===== config.mk =====
export PLATFORM = sky130hd
export DESIGN_NAME = ctl_word_tx
export DESIGN_NICKNAME = d
export VERILOG_FILES = /design/src/rtl/ctl_tx_pkg.sv /design/src/rtl/ctl_tx_timer.sv /design/src/rtl/ctl_tx_shifter.sv /design/src/rtl/ctl_tx_fsm.sv /design/src/rtl/ctl_word_tx.sv
export SDC_FILE = /design/constraint.sdc
export NUM_CORES = 1
export LEC_CHECK = 0
export ABC_AREA = 1
export ABC_CLOCK_PERIOD_IN_PS = 1600
export CORE_ASPECT_RATIO = 0.7
export CORE_UTILIZATION = 45
export DETAILED_ROUTE_END_ITERATION = 8
export PLACE_DENSITY = 0.79
export SLEW_MARGIN = 20
export SYNTH_ARGS = -nofsm -noshare
export SYNTH_HDL_FRONTEND = slang
export SYNTH_SLANG_ARGS = --single-unit
export TNS_END_PERCENT = 5

===== constraint.sdc =====
create_clock -name clk -period 1.6 [get_ports clk]
set_input_delay 0.4 -clock clk [delete_from_list [all_inputs] [get_ports clk]]
set_output_delay 0.4 -clock clk [all_outputs]
set_load 0.02 [all_outputs]

===== src/rtl/ctl_tx_pkg.sv =====
`timescale 1ns/1ps
package ctl_tx_pkg;

    typedef enum logic [2:0] {
        ST_IDLE,
        ST_SETUP,
        ST_CLK_HIGH,
        ST_CLK_LOW,
        ST_LAT_SETUP,
        ST_LAT_HIGH,
        ST_DONE
    } tx_state_e;

    // Whole cycles covering ns nanoseconds at hz, rounded up, never below one.
    function automatic int phase_cycles(input int ns, input int unsigned hz);
        longint p;
        p = longint'(ns);
        p = p * longint'(hz);
        p = (p + 64'sd999_999_999) / 64'sd1_000_000_000;
        if (p < 1) p = 1;
        return int'(p);
    endfunction

    function automatic int max2(input int a, input int b);
        return (a > b) ? a : b;
    endfunction

endpackage


===== src/rtl/ctl_tx_timer.sv =====
`timescale 1ns/1ps
module ctl_tx_timer #(
    parameter int CNT_W = 8
) (
    input  logic             clk,
    input  logic             rst,
    input  logic             load,
    input  logic [CNT_W-1:0] load_val,
    output logic             expired
);
    logic [CNT_W-1:0] cnt;

    always_ff @(posedge clk) begin
        if (rst)               cnt <= '0;
        else if (load)         cnt <= load_val;
        else if (cnt != '0)    cnt <= cnt - 1'b1;
    end

    assign expired = (cnt == '0);
endmodule


===== src/rtl/ctl_tx_shifter.sv =====
`timescale 1ns/1ps
module ctl_tx_shifter #(
    parameter int WORD_W = 16
) (
    input  logic              clk,
    input  logic              rst,
    input  logic              load,
    input  logic [WORD_W-1:0] word,
    input  logic              shift,
    output logic              msb,
    output logic              last
);
    localparam int IDX_W = $clog2(WORD_W + 1);

    logic [WORD_W-1:0] sreg;
    logic [IDX_W-1:0]  idx;

    always_ff @(posedge clk) begin
        if (rst) begin
            sreg <= '0;
            idx  <= '0;
        end else if (load) begin
            sreg <= word;
            idx  <= '0;
        end else if (shift) begin
            sreg <= sreg << 1;
            idx  <= idx + 1'b1;
        end
    end

    assign msb  = sreg[WORD_W-1];
    assign last = (idx == IDX_W'(WORD_W - 1));
endmodule


===== src/rtl/ctl_tx_fsm.sv =====
`timescale 1ns/1ps
module ctl_tx_fsm
    import ctl_tx_pkg::*;
#(
    parameter int CNT_W  = 8,
    parameter int N_LOW  = 1,
    parameter int N_HIGH = 1,
    parameter int N_SET  = 1,
    parameter int N_LAT  = 1
) (
    input  logic             clk,
    input  logic             rst,
    input  logic             in_valid,
    input  logic             expired,
    input  logic             last_bit,
    output tx_state_e        state,
    output logic             t_load,
    output logic [CNT_W-1:0] t_val,
    output logic             w_load,
    output logic             w_shift
);
    tx_state_e nxt;

    always_comb begin
        nxt     = state;
        t_load  = 1'b0;
        t_val   = '0;
        w_load  = 1'b0;
        w_shift = 1'b0;
        unique case (state)
            ST_IDLE: if (in_valid) begin
                nxt    = ST_SETUP;
                t_load = 1'b1;
                t_val  = CNT_W'(N_LOW - 1);
                w_load = 1'b1;
            end
            ST_SETUP, ST_CLK_LOW: if (expired) begin
                nxt    = ST_CLK_HIGH;
                t_load = 1'b1;
                t_val  = CNT_W'(N_HIGH - 1);
            end
            ST_CLK_HIGH: if (expired) begin
                t_load = 1'b1;
                if (last_bit) begin
                    nxt   = ST_LAT_SETUP;
                    t_val = CNT_W'(N_SET - 1);
                end else begin
                    nxt     = ST_CLK_LOW;
                    t_val   = CNT_W'(N_LOW - 1);
                    w_shift = 1'b1;
                end
            end
            ST_LAT_SETUP: if (expired) begin
                nxt    = ST_LAT_HIGH;
                t_load = 1'b1;
                t_val  = CNT_W'(N_LAT - 1);
            end
            ST_LAT_HIGH: if (expired) nxt = ST_DONE;
            ST_DONE:     nxt = ST_IDLE;
            default:     nxt = ST_IDLE;
        endcase
    end

    always_ff @(posedge clk) begin
        if (rst) state <= ST_IDLE;
        else     state <= nxt;
    end
endmodule


===== src/rtl/ctl_word_tx.sv =====
`timescale 1ns/1ps
module ctl_word_tx
    import ctl_tx_pkg::*;
#(
    parameter int          WORD_W = 16,
    parameter int unsigned CLK_HZ = 125_000_000
) (
    input  logic              clk,
    input  logic              rst,
    input  logic              in_valid,
    output logic              in_ready,
    input  logic [WORD_W-1:0] in_word,
    output logic              ser_clk,
    output logic              ser_dat,
    output logic              ser_lat,
    output logic              done
);
    localparam int N_HIGH = phase_cycles(2000, CLK_HZ);
    localparam int N_LOW  = max2(phase_cycles(2000, CLK_HZ),
                                 phase_cycles(4000, CLK_HZ) - N_HIGH);
    localparam int N_SET  = phase_cycles(1000, CLK_HZ);
    localparam int N_LAT  = phase_cycles(2000, CLK_HZ);
    localparam int N_MAX  = max2(max2(N_HIGH, N_LOW), max2(N_SET, N_LAT));
    localparam int CNT_W  = $clog2(N_MAX + 1);

    tx_state_e        state;
    logic             t_load, expired, w_load, w_shift, msb, last_bit;
    logic [CNT_W-1:0] t_val;

    ctl_tx_fsm #(
        .CNT_W(CNT_W), .N_LOW(N_LOW), .N_HIGH(N_HIGH),
        .N_SET(N_SET), .N_LAT(N_LAT)
    ) u_fsm (
        .clk(clk), .rst(rst), .in_valid(in_valid), .expired(expired),
        .last_bit(last_bit), .state(state), .t_load(t_load), .t_val(t_val),
        .w_load(w_load), .w_shift(w_shift)
    );

    ctl_tx_timer #(.CNT_W(CNT_W)) u_timer (
        .clk(clk), .rst(rst), .load(t_load), .load_val(t_val), .expired(expired)
    );

    ctl_tx_shifter #(.WORD_W(WORD_W)) u_shift (
        .clk(clk), .rst(rst), .load(w_load), .word(in_word), .shift(w_shift),
        .msb(msb), .last(last_bit)
    );

    assign in_ready = (state == ST_IDLE);
    assign ser_clk  = (state == ST_CLK_HIGH);
    assign ser_lat  = (state == ST_LAT_HIGH);
    assign done     = (state == ST_DONE);
    assign ser_dat  = msb & ((state == ST_SETUP) || (state == ST_CLK_LOW) ||
                             (state == ST_CLK_HIGH));

    // latch only inside a clock-low interval
    p_lat_clk_low_r6: assert property (@(posedge clk) disable iff (rst)
        ser_lat |-> !ser_clk);
    // lines low and done raised once the latch drops
    p_after_lat_r7: assert property (@(posedge clk) disable iff (rst)
        $fell(ser_lat) |-> (!ser_clk && !ser_dat && done));
    // done lasts one cycle, then ready returns
    p_done_once_r7: assert property (@(posedge clk) disable iff (rst)
        done |=> (!done && in_ready));
    // no handshake while the bus is in use
    p_busy_r2: assert property (@(posedge clk) disable iff (rst)
        (ser_clk || ser_lat || done) |-> !in_ready);
    // data hold across the high phase
    p_hold_r8: assert property (@(posedge clk) disable iff (rst)
        (ser_clk && $past(ser_clk)) |-> $stable(ser_dat));
    // latch rises only after a low-clock, low-data gap
    p_lat_gap_r5: assert property (@(posedge clk) disable iff (rst)
        $rose(ser_lat) |-> ($past(!ser_clk) && $past(!ser_dat)));
endmodule


== Yosys cells after proc, flatten, opt, wreduce, memory -nomap -nowiden ==
Index checks and enable logic that the tools add are counted.
Storage, ports and cells
  register bits: 32
  input port bits: 19
  output and inout bits: 5
Cells by class
  add/subtract/negate cells: 2
  equal/unequal tests: 12
  multiplexer cells: 23
  bitwise operators: 1
  reduce and logical (&&, ||, !) cells: 12
Operator list (number)
  $mux 8: 6
  $mux 16: 2
  $pmux 8 s3: 1
  $mux 3: 6
  $pmux 3 s5: 1
  $eq 3x3->1 const B: 3
  $logic_not 8->1: 1
  $reduce_bool 8->1: 1
  $sub 8x1->8 const B: 1
  $eq 3x2->1 const B: 2
  $mux 1: 6
  $ne 2x2->1 const B: 3
  $add 5x1->5 const B: 1
  $eq 5x4->1 const B: 1
  $reduce_and 5->1: 1
  $ne 2x1->1 const B: 2
  $reduce_bool 2->1: 2
  $reduce_or 2->1: 2
  $reduce_or 4->1: 1
  $eq 3x1->1 const B: 1
  $logic_not 3->1: 1
  $reduce_or 3->1: 1
  $logic_or 1x1->1: 2
  $pmux 1 s2: 1
  $and 1x1->1: 1

== Logic depth before layout (Yosys ltp) ==
  depth in word-level cells: 6
  depth in mapped cells: 11

== Hierarchy ==
From an unflattened synthesis, not the netlist that was laid out.
Unflattened totals
  cells, all modules: 283
  area, all modules: 1861.8 um^2
By module, submodules not included
  ctl_tx_shifter: times used 1, cells each 150, area an instance 1029.7 um^2, seq. area each 420.4 um^2
  ctl_tx_timer: times used 1, cells each 70, area an instance 473.0 um^2, seq. area each 160.2 um^2
  ctl_tx_fsm: times used 1, cells each 50, area an instance 310.3 um^2, seq. area each 60.1 um^2
  ctl_word_tx: times used 1, cells each 13, area an instance 48.8 um^2, seq. area each 0.0 um^2

== Worst setup path after synthesis ==
No wires, ideal clock.
  path type: reg-to-reg
  start point: reg u_shift.idx[0]
  end point: reg u_shift.sreg[10]
  data arrival time: 1.418 ns
  required time: 1.461 ns
  slack: 0.043 ns
  cell stages (with the launch flop): 12
  buffers on the path: 1
  period minus slack after synthesis: 1.557 ns
  path through: dfxtp_1 -> ha_1 -> nand2_1 -> nor2_1 -> ha_1 -> nor2_2 -> nand2_4 -> nand2_8 -> inv_6 -> buf_12 -> nand2_2 -> a21oi_2
On the way
  word-level cells in the longest chain between the ends: 5
RTL lines
  from (decl): RTL line ctl_tx_shifter.sv:16  | logic [IDX_W-1:0] idx;
  from (signal assigned): RTL line ctl_tx_shifter.sv:27  | idx <= idx + 1'b1;
  $eq 5x4->1: RTL line ctl_tx_shifter.sv:32  | assign last = (idx == IDX_W'(WORD_W - 1));
  $mux 1: RTL line ctl_tx_fsm.sv:44  | if (last_bit) begin
  $mux 1: RTL line ctl_tx_fsm.sv:42  | ST_CLK_HIGH: if (expired) begin
  $mux 1: RTL line ctl_tx_fsm.sv:30  | unique case (state)
  $reduce_bool 2->1 (no source line)
  to (signal assigned): RTL line ctl_tx_shifter.sv:23  | sreg <= word;
  to (signal assigned): RTL line ctl_tx_shifter.sv:26  | sreg <= sreg << 1;
  to (decl): RTL line ctl_tx_shifter.sv:15  | logic [WORD_W-1:0] sreg;
Every way passes these cells.
A chain may end at the register's enable or synchronous reset.

== Final worst setup path ==
  start point: reg u_fsm.state[1]
  end point: out in_ready
On the way
  word-level cells in the longest chain between the ends: 1
RTL lines
  from (decl): RTL line ctl_tx_fsm.sv:16  | output tx_state_e state,
  from (signal assigned): RTL line ctl_tx_fsm.sv:66  | else state <= nxt;
  $logic_not 3->1: RTL line ctl_word_tx.sv:48  | assign in_ready = (state == ST_IDLE);
  to (decl): RTL line ctl_word_tx.sv:11  | output logic in_ready,
Every way passes these cells.

==> flow_metrics.env <==
export IMPL_outcome="finished, final reports clean"
export IMPL_ys_warn_count=0
export IMPL_synth_area_leaders="dfxtp_1 35%, nand2_1 12%, nand2_2 7.1%"
export IMPL_ir_worst_vdd_mv=0.828
export IMPL_synthSimpleGateAreaFrac=0.336
export IMPL_htreeDepth=2
export IMPL_required_ns=1.20
export IMPL_cts_root_buf="clkbuf_8"
export IMPL_synth_edf_count=0
export IMPL_leakagePower_nw=0.997
export IMPL_drive_gt1_frac=0.296
export IMPL_first_pass_iters=5
export IMPL_synth_top_area_share=0.347
export IMPL_track_usage=0.190
export IMPL_fin_area_um2=2390
export IMPL_netlist_cell_type_count=28
export IMPL_clk_latency_ns=0.29
export IMPL_fin_crit_ns=1.58
export IMPL_crit_path_top_delay_cell="dfxtp_2"
export IMPL_finalWeightedCongestion=0.816
export IMPL_setup_viol=0
export IMPL_dieWidth_um=78.5
export IMPL_die_height_um=55.6
export IMPL_clock_sinks=32
export IMPL_synthMuxAreaShare=0
export IMPL_synthArstFlopShare=0
export IMPL_period_share=0.987
export IMPL_detail_route_wl_per_cell_um=11.0
export IMPL_antenna_found_initial=0
export IMPL_grt_pass1_wl_mm=6.41
export IMPL_end_kind="output port"
export IMPL_hold_slack_ns=0.462
export IMPL_detailed_place_hpwl_mm=2.70
export IMPL_clkTransAtPathRegs_ns=0.07
export IMPL_fin_total_pwr_w=0.00379
export IMPL_synth_net_count=280
export IMPL_crit_fanout=5
export IMPL_synth_compound_area_frac=0.149
export IMPL_port_buffers=23
export IMPL_clkPwrFrac=0.226
export IMPL_synth_yosys_seq_area_share=0.347
export IMPL_synthCells=257
export IMPL_placementRows=19
export IMPL_slew_headroom=0.834
export IMPL_rsz0062_at_grt="true"
export IMPL_synth_fa_ha_area_frac=0.0271
export IMPL_initial_core_util=0.470
export IMPL_grt_max_degree=29
export IMPL_grt_pass1_vias=1507
export IMPL_vias_per_cell=4.74
export IMPL_drt_wl_total_mm=3.87
export IMPL_ios=24
export IMPL_tightest_slew_ns=0.249
export IMPL_p_per_area_nw_per_um2=1580
export IMPL_cp_arrival_ns=1.18
export IMPL_cp_top_family="flip-flops"
export IMPL_final_hold_violation_count=0
export IMPL_critPathMaxStageDelay_ns=0.35
export IMPL_critPathBufInv=2
export IMPL_internal_power_w=0.00230
export IMPL_synth_avg_cell_area_um2=7.18
export IMPL_drc=0
export IMPL_max_freq_ghz=0.633
export IMPL_antenna_cells=0
export IMPL_finClkSkew_ns=0.0125
export IMPL_cts_buffer_depth=2
export IMPL_place_ws_ns=-0.120
export IMPL_swShare=0.392
export IMPL_drv_slew=0
export IMPL_drv_cap=0
export IMPL_cts_buffers=5
export IMPL_seqPwrFrac=0.295
export IMPL_core_area_um2=3920
export IMPL_p_sw_w=0.00149
export IMPL_synth_top_family_by_area="simple AND/OR/NAND/NOR gates"
export IMPL_syn_to_final_growth_pct=29.6
export IMPL_grt_ovfl_total=0
export IMPL_fin_nets=323
export IMPL_crit_chain="nor2_4 > nand2_4 > inv_1 > clkdlybuf4s15_2"
export IMPL_synth_largest_area_cell="dfxtp_1"
export IMPL_ys_ff_latch=32
export IMPL_p_comb_frac=0.479
export IMPL_synth_xor_area_frac=0.0237
export IMPL_synth_area_um2=1840
export IMPL_ant_nets=0
export IMPL_ys_flop_type="dfxtp_1"
export IMPL_dieArea_um2=4360
export IMPL_drtIter0Drc=125
export IMPL_startpoint_type="register"
export IMPL_critPathKind="reg -> out"
export IMPL_vias=1672
export IMPL_hold_class="reg -> reg"
export IMPL_placed_area_um2=2220
export IMPL_cts_tree="done"
export IMPL_setup_ws_ns=0.0202
-- worst paths after layout --
| path | from | to | cells after the start | slack (ns) |
|---|---|---|---|---|
| max | u_fsm.state[1] | in_ready | 4 | 0.02 |
| min | u_shift.sreg[14] | u_shift.sreg[14] | 2 | 0.46 |
| max reg2reg | u_shift.idx[0] | u_timer.cnt[7] | 11 | 0.05 |
| min reg2reg | u_shift.sreg[14] | u_shift.sreg[14] | 2 | 0.46 |
-- flip-flops by register name, summed over array words and instances (netlist names) --
| signal | count |
|---|---|
| u_fsm.state | 3 |
| u_shift.sreg | 16 |
| u_timer.cnt | 8 |
| u_shift.idx | 5 |
-- kinds of logic after synthesis --
kind of cell	after synthesis
and+or+nand+nor	127
AOI/OAI and AO/OA	47
buffers and inverters	42
DFF	32
xor gates and xnor gates	5
adders and majority gates	4
-- repair_timing --
item,4_1_cts,5_1_grt
buffers inserted,2,1
pin swaps,1,4
hold buffers,0,0
setup endpoints to repair,23,33
gates resized for setup,17,18
-- area by class of cell --
type                       count  area [um2]
fill                         362        1530
multi-input combinational    183        1020
sequential                    32         646
timing repair buffer          44         394
inverter                      34         140
clock buffer                   7        96.3
tap                           52        65.1
clock inverter                 1        30.0
-- metal layers --
| metal | part of all wire | vias up | track usage | wire [um] |
|---|---|---|---|---|
| met3 | 0.034 | 10 | 0.0446 | 133 |
| met2 | 0.44 | 30 | 0.296 | 1700 |
| met5 | 0 | - | 0 | 0 |
| li1 | - | 885 | - | - |
| met1 | 0.50 | 747 | 0.245 | 1950 |
| met4 | 0.024 | 0 | 0.0952 | 93 |
-- cell usage in the layout (no fill, tap or decap), types with 10 or more instances in the layout --
master,n
clkdlybuf4s50_1,18
a21oi_1,16
o21ai_0,17
dfxtp_1,28
nand2_2,23
a21oi_2,10
nand2_1,57
nor2_1,24
inv_1,30
buf_4,19
-- synthesized netlist by cell type, types with 2 or more instances --
master,n
buf_6,2
inv_1,31
inv_6,2
xnor2_1,4
nor2_2,2
nand3_1,8
nor2_4,2
a21oi_1,16
a21oi_2,10
o21ai_0,19
ha_1,4
buf_12,2
nor2_1,27
nand2_4,2
dfxtp_1,32
nand2_1,59
nor3b_1,2
nand2_2,21
clkbuf_1,3
-- power by group through the flow --
stage / clock (W) / combinational (W) / sequential, W
global placement: 0 / 0.00170 / 0.00112
global route: 0.000899 / 0.00202 / 0.00114
floorplan: 0 / 0.00135 / 0.00109
finish: 0.000854 / 0.00182 / 0.00112
detailed placement: 0 / 0.00173 / 0.00112
CTS: 0.000871 / 0.00176 / 0.00111
-- worst min-delay path: stages (launching register included) --
cell and delay [ns]:
dfxtp_1 0.32, nand2_2 0.07, a21oi_2 0.04
-- through the flow --
| stage | setup TNS [ns] | std cells | utilization |
|---|---|---|---|
| 6_report | 0 | 353 | 0.610 |
| 5_1_grt | -0.177 | 353 | 0.610 |
| 4_1_cts | -0.0150 | 352 | 0.603 |
| 3_5_place_dp | -1.98 | 342 | 0.567 |
| 3_3_place_gp | -1.47 | 342 | 0.567 |
| 2_1_floorplan | 0 | 257 | - |
Power figures use the tool's default switching activity.
